$ cat src/rtl/xfer_pkg.sv
package xfer_pkg;

  // Action the storage element takes at a system clock edge.
  typedef enum logic [1:0] {
    XM_FOLLOW  = 2'd0,
    XM_HOLD    = 2'd1,
    XM_CAPTURE = 2'd2
  } xfer_mode_e;

  // Transparency wins over a transfer-clock rise.
  function automatic xfer_mode_e pick_mode(input logic transp, input logic rise);
    if (transp)    return XM_FOLLOW;
    else if (rise) return XM_CAPTURE;
    else           return XM_HOLD;
  endfunction

endpackage

$ cat src/rtl/xfer_edge_det.sv
module xfer_edge_det #(
  parameter int STAGES = 2
) (
  input  logic clk,
  input  logic rst,
  input  logic async_in,
  output logic rise_o
);
  localparam int LAST = STAGES - 1;

  logic [STAGES-1:0] chain;
  logic              prev;

  generate
    if (STAGES == 1) begin : g_single
      always_ff @(posedge clk) begin
        if (rst) chain <= '0;
        else     chain <= async_in;
      end
    end else begin : g_shift
      always_ff @(posedge clk) begin
        if (rst) chain <= '0;
        else     chain <= {chain[STAGES-2:0], async_in};
      end
    end
  endgenerate

  always_ff @(posedge clk) begin
    if (rst) prev <= 1'b0;
    else     prev <= chain[LAST];
  end

  assign rise_o = chain[LAST] & ~prev;

  // a detected rise lasts exactly one system cycle
  p_rise_single_r6: assert property (@(posedge clk) disable iff (rst)
    rise_o |=> !rise_o);

endmodule

$ cat src/rtl/xfer_store.sv
module xfer_store
  import xfer_pkg::*;
#(
  parameter int W = 18
) (
  input  logic         clk,
  input  logic         rst,
  input  logic         transp,
  input  logic         rise,
  input  logic [W-1:0] din,
  output logic [W-1:0] q
);
  xfer_mode_e mode;

  assign mode = pick_mode(transp, rise);

  always_ff @(posedge clk) begin
    if (rst) begin
      q <= '0;
    end else begin
      unique case (mode)
        XM_FOLLOW, XM_CAPTURE: q <= din;
        XM_HOLD:               q <= q;
        default:               q <= q;
      endcase
    end
  end

  // transparency reloads the word every edge
  p_follow_load_r5: assert property (@(posedge clk) disable iff (rst)
    transp |=> (q == $past(din)));

  // a rise with transparency low loads the lane
  p_capture_r6: assert property (@(posedge clk) disable iff (rst)
    (!transp && rise) |=> (q == $past(din)));

  // no transparency and no rise keeps the word
  p_hold_r7: assert property (@(posedge clk) disable iff (rst)
    (!transp && !rise) |=> $stable(q));

endmodule

$ cat src/rtl/xfer_drive.sv
module xfer_drive #(
  parameter int W = 18
) (
  input  logic         clk,
  input  logic         rst,
  input  logic         out_en_n,
  input  logic         transp,
  input  logic [W-1:0] live,
  input  logic [W-1:0] stored,
  output logic [W-1:0] dout,
  output logic         drive
);
  logic [W-1:0] picked;

  always_ff @(posedge clk) begin
    if (rst) drive <= 1'b0;
    else     drive <= ~out_en_n;
  end

  assign picked = transp ? live : stored;
  assign dout   = drive ? picked : '0;

  // disabling the output drops drive one edge later
  p_drive_off_r3: assert property (@(posedge clk) disable iff (rst)
    out_en_n |=> !drive);

  // enabling the output raises drive one edge later
  p_drive_on_r3: assert property (@(posedge clk) disable iff (rst)
    !out_en_n |=> drive);

endmodule

$ cat src/rtl/xfer_dir.sv
module xfer_dir #(
  parameter int W      = 18,
  parameter int STAGES = 2
) (
  input  logic         clk,
  input  logic         rst,
  input  logic         transp,
  input  logic         xfer_clk,
  input  logic         out_en_n,
  input  logic [W-1:0] lane_in,
  output logic [W-1:0] lane_out,
  output logic         drive
);
  logic         rise;
  logic [W-1:0] stored;

  xfer_edge_det #(.STAGES(STAGES)) u_edge (
    .clk     (clk),
    .rst     (rst),
    .async_in(xfer_clk),
    .rise_o  (rise)
  );

  xfer_store #(.W(W)) u_store (
    .clk   (clk),
    .rst   (rst),
    .transp(transp),
    .rise  (rise),
    .din   (lane_in),
    .q     (stored)
  );

  xfer_drive #(.W(W)) u_drive (
    .clk     (clk),
    .rst     (rst),
    .out_en_n(out_en_n),
    .transp  (transp),
    .live    (lane_in),
    .stored  (stored),
    .dout    (lane_out),
    .drive   (drive)
  );

  // the driven held output does not move without a load
  p_quiet_hold_r7: assert property (@(posedge clk) disable iff (rst)
    (!transp && $past(!transp) && !$past(rise) && drive && $past(drive))
      |-> $stable(lane_out));

  // no drive means a quiet lane
  p_off_zero_r2: assert property (@(posedge clk) disable iff (rst)
    !drive |-> (lane_out == '0));

endmodule

$ cat src/rtl/dual_xfer_path.sv
module dual_xfer_path #(
  parameter int DATA_W      = 16,
  parameter int PAR_W       = 2,
  parameter int SYNC_STAGES = 2
) (
  input  logic              clk,
  input  logic              rst,
  input  logic              ab_transp,
  input  logic              ab_xfer_clk,
  input  logic              ab_out_en_n,
  input  logic [DATA_W-1:0] ab_data_in,
  input  logic [PAR_W-1:0]  ab_par_in,
  output logic [DATA_W-1:0] ab_data_out,
  output logic [PAR_W-1:0]  ab_par_out,
  output logic              ab_drive,
  input  logic              ba_transp,
  input  logic              ba_xfer_clk,
  input  logic              ba_out_en_n,
  input  logic [DATA_W-1:0] ba_data_in,
  input  logic [PAR_W-1:0]  ba_par_in,
  output logic [DATA_W-1:0] ba_data_out,
  output logic [PAR_W-1:0]  ba_par_out,
  output logic              ba_drive
);
  localparam int LANE_W = DATA_W + PAR_W;
  localparam int NDIR   = 2;

  // parity sits in the top bits of the lane, data below
  logic [LANE_W-1:0] lane_in  [NDIR];
  logic [LANE_W-1:0] lane_out [NDIR];
  logic [NDIR-1:0]   transp, xclk, oen_n, drv;

  assign lane_in[0] = {ab_par_in, ab_data_in};
  assign lane_in[1] = {ba_par_in, ba_data_in};
  assign transp     = {ba_transp, ab_transp};
  assign xclk       = {ba_xfer_clk, ab_xfer_clk};
  assign oen_n      = {ba_out_en_n, ab_out_en_n};

  generate
    for (genvar d = 0; d < NDIR; d++) begin : g_dir
      xfer_dir #(.W(LANE_W), .STAGES(SYNC_STAGES)) u_dir (
        .clk     (clk),
        .rst     (rst),
        .transp  (transp[d]),
        .xfer_clk(xclk[d]),
        .out_en_n(oen_n[d]),
        .lane_in (lane_in[d]),
        .lane_out(lane_out[d]),
        .drive   (drv[d])
      );
    end
  endgenerate

  assign {ab_par_out, ab_data_out} = lane_out[0];
  assign {ba_par_out, ba_data_out} = lane_out[1];
  assign ab_drive = drv[0];
  assign ba_drive = drv[1];

  // reset leaves both directions undriven at the next edge
  p_reset_quiet_r1: assert property (@(posedge clk)
    rst |=> (!ab_drive && !ba_drive));

endmodule

$ cat config.mk
export PLATFORM = sky130hd
export DESIGN_NAME = dual_xfer_path
export DESIGN_NICKNAME = d
export VERILOG_FILES = /design/src/rtl/xfer_pkg.sv /design/src/rtl/xfer_edge_det.sv /design/src/rtl/xfer_store.sv /design/src/rtl/xfer_drive.sv /design/src/rtl/xfer_dir.sv /design/src/rtl/dual_xfer_path.sv
export SDC_FILE = /design/constraint.sdc
export NUM_CORES = 1
export LEC_CHECK = 0
export ABC_AREA = 1
export CORE_UTILIZATION = 56
export CTS_BUF_LIST = sky130_fd_sc_hd__clkbuf_16
export CTS_CLUSTER_SIZE = 8
export DETAILED_ROUTE_END_ITERATION = 12
export DONT_BUFFER_PORTS = 1
export PLACE_DENSITY = 0.76
export SETUP_SLACK_MARGIN = 0.5
export SYNTH_ARGS = -nofsm -noshare
export SYNTH_HDL_FRONTEND = slang
export SYNTH_SLANG_ARGS = --single-unit
$ cat constraint.sdc
create_clock -name clk -period 0.95 [get_ports clk]
set_input_delay 0.19 -clock clk [delete_from_list [all_inputs] [get_ports clk]]
set_output_delay 0.19 -clock clk [all_outputs]
set_load 0.03 [all_outputs]
==> results of run 1 <==
kinds of logic after synthesis:
logic type	Yosys count	synth area share
buffers and inverters	37	0.0971
flip-flops	44	0.407
AND/OR/NAND/NOR	182	0.320
AO/OA/AOI/OAI	76	0.176
cells in the mapped netlist:
cell,number,area (µm²)
buf_2,9,45.0
nand2_2,2,12.5
dfxtp_1,44,881
nand3_1,4,20.0
a21oi_1,40,200
buf_4,6,45.0
nor2_1,108,405
inv_2,3,11.3
buf_6,5,56.3
clkbuf_1,2,7.51
inv_1,12,45.0
nand2_1,68,255
o21ai_0,30,150
o21ai_1,6,30.0
metrics by stage:
step | setup slack (ns) | instance area (µm²) | hold WS [ns]
CTS | -0.343 | 3520 | -0.0409
detailed placement | -0.0673 | 3000 | 0.256
global placement | -0.0476 | 3000 | 0.254
floorplan | -0.109 | 2790 | 0.253
repair_timing:
item	4_1_cts
setup buffers	4
gates resized for setup	60
endpoints found under the setup margin	78
cloned	5
hold endpoints to repair	8
pin swaps	38
==> impl_metrics.yaml, run 1 <==
sta:
  worst_endpoint_kind: "top-level output"
  crit_endpoint: "ba_par_out[0]"
clocking:
  max-clock-path-buffers: 2
  cts.sinks: 44
  cts-buffers-inserted: 5
  cts_root_buf: "clkbuf_16"
  htree_levels: 2
placement:
  routabilityCongestion: 0.741
  hpwl_um: 3970
  place_inst: 408
  port_buffers: 0
synth:
  synth_area_um2: 2160
  postSynthCellCount: 339
  syn_nets: 383
  ys_warn_count: 0
  syn_avg_cell_area_um2: 6.39
  synth_seq_area_share: 0.407
  synth_cell_types: 14
  ys_ff_latch: 44
floorplanning:
  rows: 22
  start_util: 0.587
  die_x_um: 64.2
  io_pins: 82
  die_y_um: 64.2
outcome:
  stop_stage: "global routing"
  stop_error: "[ERROR DPL-0038] Utilization greater than 100%, impossible to legalize"
  outcome: "aborted with a tool error"
global_route:
  grt_start_max_net_pins: 23
==> inputs of run 2 (changes only) <==
- CORE_UTILIZATION: 56 -> 40
- CTS_BUF_LIST: sky130_fd_sc_hd__clkbuf_16 -> not set
- CTS_CLUSTER_SIZE: 8 -> not set
- PLACE_DENSITY: 0.76 -> not set
- PLACE_DENSITY_LB_ADDON: not set -> 0.15
- SETUP_SLACK_MARGIN: 0.5 -> not set
- clock period: 0.95 -> 1.25 ns (I/O delays scaled with it)
==> impl_metrics.yaml, run 2 <==
outcome:
  outcome: "finished with violations"
  violations: "negative setup slack"
sta:
  setup_ws_ns: -0.140
  period_minus_slack_ns: 1.39
  hold_viol_final: 0
  skew_ns: 0.00355
  fin_setup_tns_ns: -3.81
  post-route-period-util: 1.11
  rsz0062_at_grt: "true"
  maxSlewHeadroom: 0.862
  fmax_ghz: 0.720
  tightest_slew_ns: 0.206
  setup_viol: 36
  slew_violations: 0
synth:
  synth_seq_area_share: 0.407
  yosysMostFrequentCell: "nor2_1"
  ys_top_cells_by_area: "dfxtp_1 (41%), nor2_1 (19%), nand2_1 (12%)"
  syn_avg_cell_area_um2: 6.39
  ys_ff_latch: 44
  syn_nets: 383
  synth_area_um2: 2160
  synth_cell_types: 14
  synth_top_area_share: 0.407
  synth_ff_type: "dfxtp_1"
  synth_area_leader_cell: "dfxtp_1"
  ys_warn_count: 0
  synthTopCellsByCount: "nor2_1 (108), nand2_1 (68), dfxtp_1 (44)"
  synthArstFlopShare: 0
  postSynthCellCount: 339
  synth_edf_count: 0
clocking:
  cts.sinks: 44
  clkLatencyLatePin_ns: 0.29
  cts-buffers-inserted: 5
  cts_tree: "done"
  cts_root_buf: "clkbuf_8"
  max-clock-path-buffers: 2
  htree_levels: 2
  path_clk_slew_ns: 0.08
power:
  comb_power_share: 0.220
  seqPwrFrac: 0.462
  clkPwrFrac: 0.318
  p_total_mw: 3.31
  switching_power_mw: 0.916
  ir_worst_vdd_mv: 0.617
  leakage_nw: 1.32
  switching_share: 0.277
  intPower_mw: 2.39
  p_per_area_nw_per_um2: 1140
final_layout:
  top_regs: "g_dir.u_dir.u_store.q (36), g_dir.u_dir.u_edge.chain (4)"
  n_antenna_cell: 0
  top_register: "g_dir.u_dir.u_store.q"
  layout_commonest_cell: "nor2_1"
  largest_reg_flops: 36
  nets: 421
  drive_gt1_frac: 0.251
  fin_cells: 448
  layout_common_cells: "nor2_1 (86), nand2_1 (68), dfxtp_1 (42)"
  area_growth_pct: 34.0
setup_path:
  critPathLaunchType: "flip-flop"
  cp_max_fo: 9
  criticalPathCategory: "reg -> out"
  cp.arrival_ns: 1.14
  endpoint_kind: "primary output"
  required_ns: 1.00
floorplanning:
  die_area_um2: 5710
  start_util: 0.418
  die_x_um: 75.6
  rows: 26
  core_area_um2: 5170
  die_y_um: 75.6
  io_pins: 82
routing:
  wire_per_inst_um: 11.6
  postRouteAntennaNets: 0
  drc_errors: 0
  vias: 2175
  via_per_inst: 4.85
  drt-initial-drc-count: 97
  drt-pass1-iter-count: 4
  drt_wl_total_um: 5190
global_route:
  grt_start_max_net_pins: 37
  antenna_found_initial: 0
  gr-total-overflow: 0
  grt_pass1_vias: 1946
  grt_pass1_wl_um: 7910
  grt.total_usage: 0.178
placement:
  port_buffers: 0
  hpwl_um: 3350
  dp_slack_ns: 0.101
  routabilityCongestion: 0.730
  place_inst: 433
min_path:
  hold_class: "in -> reg"
job:
  maxCapViolCount: 0
[run 2: cell counts after synthesis]
Identical to the previous run, type by type.
[run 2: through the flow]
stage	instance area, µm²	utilization	hold WS, ns
2_1_floorplan	2250	-	0.313
3_3_place_gp	2580	0.500	0.308
3_5_place_dp	2580	0.500	0.310
4_1_cts	2790	0.539	0.00629
5_1_grt	2900	0.561	0.00167
6_report	2900	0.561	0.0190
[run 2: kinds of logic (layout without fill, tap and decap cells)]
kind of cell           Yosys count  in the layout  synth area share
AND/OR/NAND/NOR                182            182             0.320
AO/OA/AOI/OAI                   76             76             0.176
flip-flops                      44             44             0.407
buffers and inverters           37             76            0.0971
[run 2: power groups by stage]
stage	clock network [mW]	logic, mW	registers [mW]
after global routing	1.15	0.808	1.54
after floorplan	0	0.506	1.56
after CTS	1.09	0.676	1.54
after detailed placement	0	0.640	1.57
final	1.05	0.727	1.53
after global placement	0	0.628	1.57
[run 2: worst paths after layout]
kind / cells past startpoint / startpoint / to / slack, ns
worst max-delay path: 4 / g_dir[1].u_dir.u_drive.drive / ba_data_out[15] / -0.14
worst min-delay path: 1 / rst / g_dir[1].u_dir.u_edge.chain[0] / 0.02
worst max register to register: 6 / g_dir[1].u_dir.u_edge.prev / g_dir[1].u_dir.u_store.q[14] / 0.34
worst min register to register: 2 / g_dir[1].u_dir.u_edge.chain[0] / g_dir[1].u_dir.u_edge.chain[1] / 0.40
[run 2: layout make-up]
cell class                      instances  area (µm²)
Fill cell                             518        2270
Multi-Input combinational cell        258        1160
Sequential cell                        44         888
Timing Repair Buffer                   53         598
Tap cell                               70        87.6
Clock buffer                            6        72.6
Inverter                               15        56.3
Clock inverter                          2        35.0
[run 2: routing by layer]
metal,track usage,vias to the layer above,share of wire
li1,-,1148,-
met1,0.212,958,0.44
met2,0.311,64,0.47
met3,0.0503,5,0.076
met4,0.0556,0,0.0091
met5,0,-,0
[run 2: worst max-delay path: stages, from the launching register on]
cell and delay [ns]:
dfxtp_4 0.37, buf_6 0.14, o21ai_1 0.08, a21oi_2 0.12, buf_6 0.14
[run 2: repair_timing]
action,4_1_cts,5_1_grt
endpoints found under the hold margin,2,0
endpoints found under the setup margin,36,36
pin swaps,0,5
hold buffers,3,0
resized for setup,37,28
setup buffers,0,4
Note: power is estimated with default switching activity, not from simulation.
==> inputs of run 3 (changes only) <==
- PLACE_DENSITY_LB_ADDON: 0.15 -> not set
- SETUP_SLACK_MARGIN: not set -> 0.02
==> impl_metrics.yaml, run 3 (synthesis results as in run 2) <==
outcome:
  outcome: "finished with violations"
  violations: "negative setup slack"
sta:
  maxSlewHeadroom: 0.857
  tightest_slew_ns: 0.214
  holdWs_ns: 0.0186
  hold_viol_final: 0
  setup_viol: 37
  rsz0062_at_grt: "true"
  period_minus_slack_ns: 1.42
  fmax_ghz: 0.706
  slew_violations: 0
  setup_ws_ns: -0.167
  post-route-period-util: 1.13
  skew_ns: 0.00258
  fin_setup_tns_ns: -4.26
min_path:
  hold_end: "g_dir[1].u_dir.u_drive.drive"
  min_from: "ba_out_en_n"
  holdPathStages: 1
  hold_class: "in -> reg"
setup_path:
  criticalPathCategory: "reg -> out"
  cp.arrival_ns: 1.17
  critPathLaunchType: "flip-flop"
  rr_endpoint: "g_dir[1].u_dir.u_store.q[6]"
  reg2reg_depth: 4
  rr_startpoint: "g_dir[1].u_dir.u_edge.chain[1]"
  required_ns: 1.00
  r2r_slack_ns: 0.23
  cp_max_fo: 8
  endpoint_kind: "primary output"
clocking:
  cts.sinks: 44
  cts_tree: "done"
  cts-buffers-inserted: 5
  path_clk_slew_ns: 0.08
  clkLatencyLatePin_ns: 0.28
  cts_root_buf: "clkbuf_8"
  htree_levels: 2
  max-clock-path-buffers: 2
routing:
  wire_per_inst_um: 11.4
  drc_errors: 0
  drt-pass1-iter-count: 4
  postRouteAntennaNets: 0
  via_per_inst: 4.79
  vias: 2155
  drt_wl_total_um: 5140
  drt-initial-drc-count: 84
final_layout:
  final_util: 0.582
  top_register: "g_dir.u_dir.u_store.q"
  area_growth_pct: 39.0
  fin_cells: 450
  top_regs: "g_dir.u_dir.u_store.q (36), g_dir.u_dir.u_edge.chain (4)"
  largest_reg_flops: 36
  layout_common_cells: "nor2_1 (84), nand2_1 (68), dfxtp_1 (42)"
  n_antenna_cell: 0
  nets: 423
  layout_commonest_cell: "nor2_1"
  fin_area_um2: 3010
  drive_gt1_frac: 0.300
floorplanning:
  io_pins: 82
  start_util: 0.418
  die_area_um2: 5710
  rows: 26
  die_x_um: 75.6
  die_y_um: 75.6
  core_area_um2: 5170
placement:
  place_inst: 433
  port_buffers: 0
  routabilityCongestion: 0.699
  placed_area_um2: 2580
  dp_slack_ns: 0.103
  hpwl_um: 3290
global_route:
  grt_use_met3: 0.0370
  grt_util_met1: 0.219
  grt_start_max_net_pins: 37
  gr-total-overflow: 0
  grt_pass1_vias: 1766
  top_usage_layer: "met2"
  grt.total_usage: 0.170
  grt_pass1_wl_um: 7560
  grt_use_met2: 0.297
  antenna_found_initial: 0
power:
  leakage_nw: 1.35
  p_total_mw: 3.34
  ir_worst_vdd_mv: 0.789
  p_per_area_nw_per_um2: 1110
job:
  maxCapViolCount: 0
-- run 3: per-layer routing --
metal,share of wire,vias to the layer above
met5,0,-
met4,0.0041,0
met3,0.046,2
met2,0.49,40
met1,0.46,962
li1,-,1151
-- run 3: how the worst max path moves through the flow --
stage               cells past startpoint               to  slack (ns)                          from
detailed placement                      5  ab_data_out[10]        0.10                     ab_transp
CTS                                     4   ab_data_out[3]       -0.13  g_dir[0].u_dir.u_drive.drive
finish                                  4   ba_data_out[0]       -0.17  g_dir[1].u_dir.u_drive.drive
global placement                        5  ab_data_out[10]        0.12                     ab_transp
floorplan                               5  ab_data_out[15]        0.02                     ab_transp
global route                            4  ba_data_out[13]       -0.23  g_dir[1].u_dir.u_drive.drive
-- run 3: final cells by class --
class	instances	area, µm²
clock buffers	6	72.6
clock inverters	2	35.0
fillers	492	2160
inverters	15	56.3
multi-input cells	258	1230
flip-flops and latches	44	888
well taps	70	87.6
repair buffers	55	642
-- run 3: power breakdown --
part | switching (mW) | internal, mW | leakage (nW)
clock | 0.459 | 0.593 | 0.0552
sequential | 0.0303 | 1.50 | 0.367
combinational | 0.441 | 0.317 | 0.927
total | 0.931 | 2.41 | 1.35
-- run 3: what timing repair did --
action | CTS | global route
pin swaps | 11 | 14
hold buffers | 1 | 1
cloned | 0 | 1
buffers inserted | 5 | 1
endpoints found under the hold margin | 1 | 1
gates resized for setup | 65 | 22
setup endpoints to repair | 36 | 38
-- run 3: critical path, cell delays in order, from the launching register on --
cell and delay [ns]:
dfxtp_4 0.41, buf_12 0.14, o21ai_1 0.06, nor2_1 0.10
buf_4 0.17
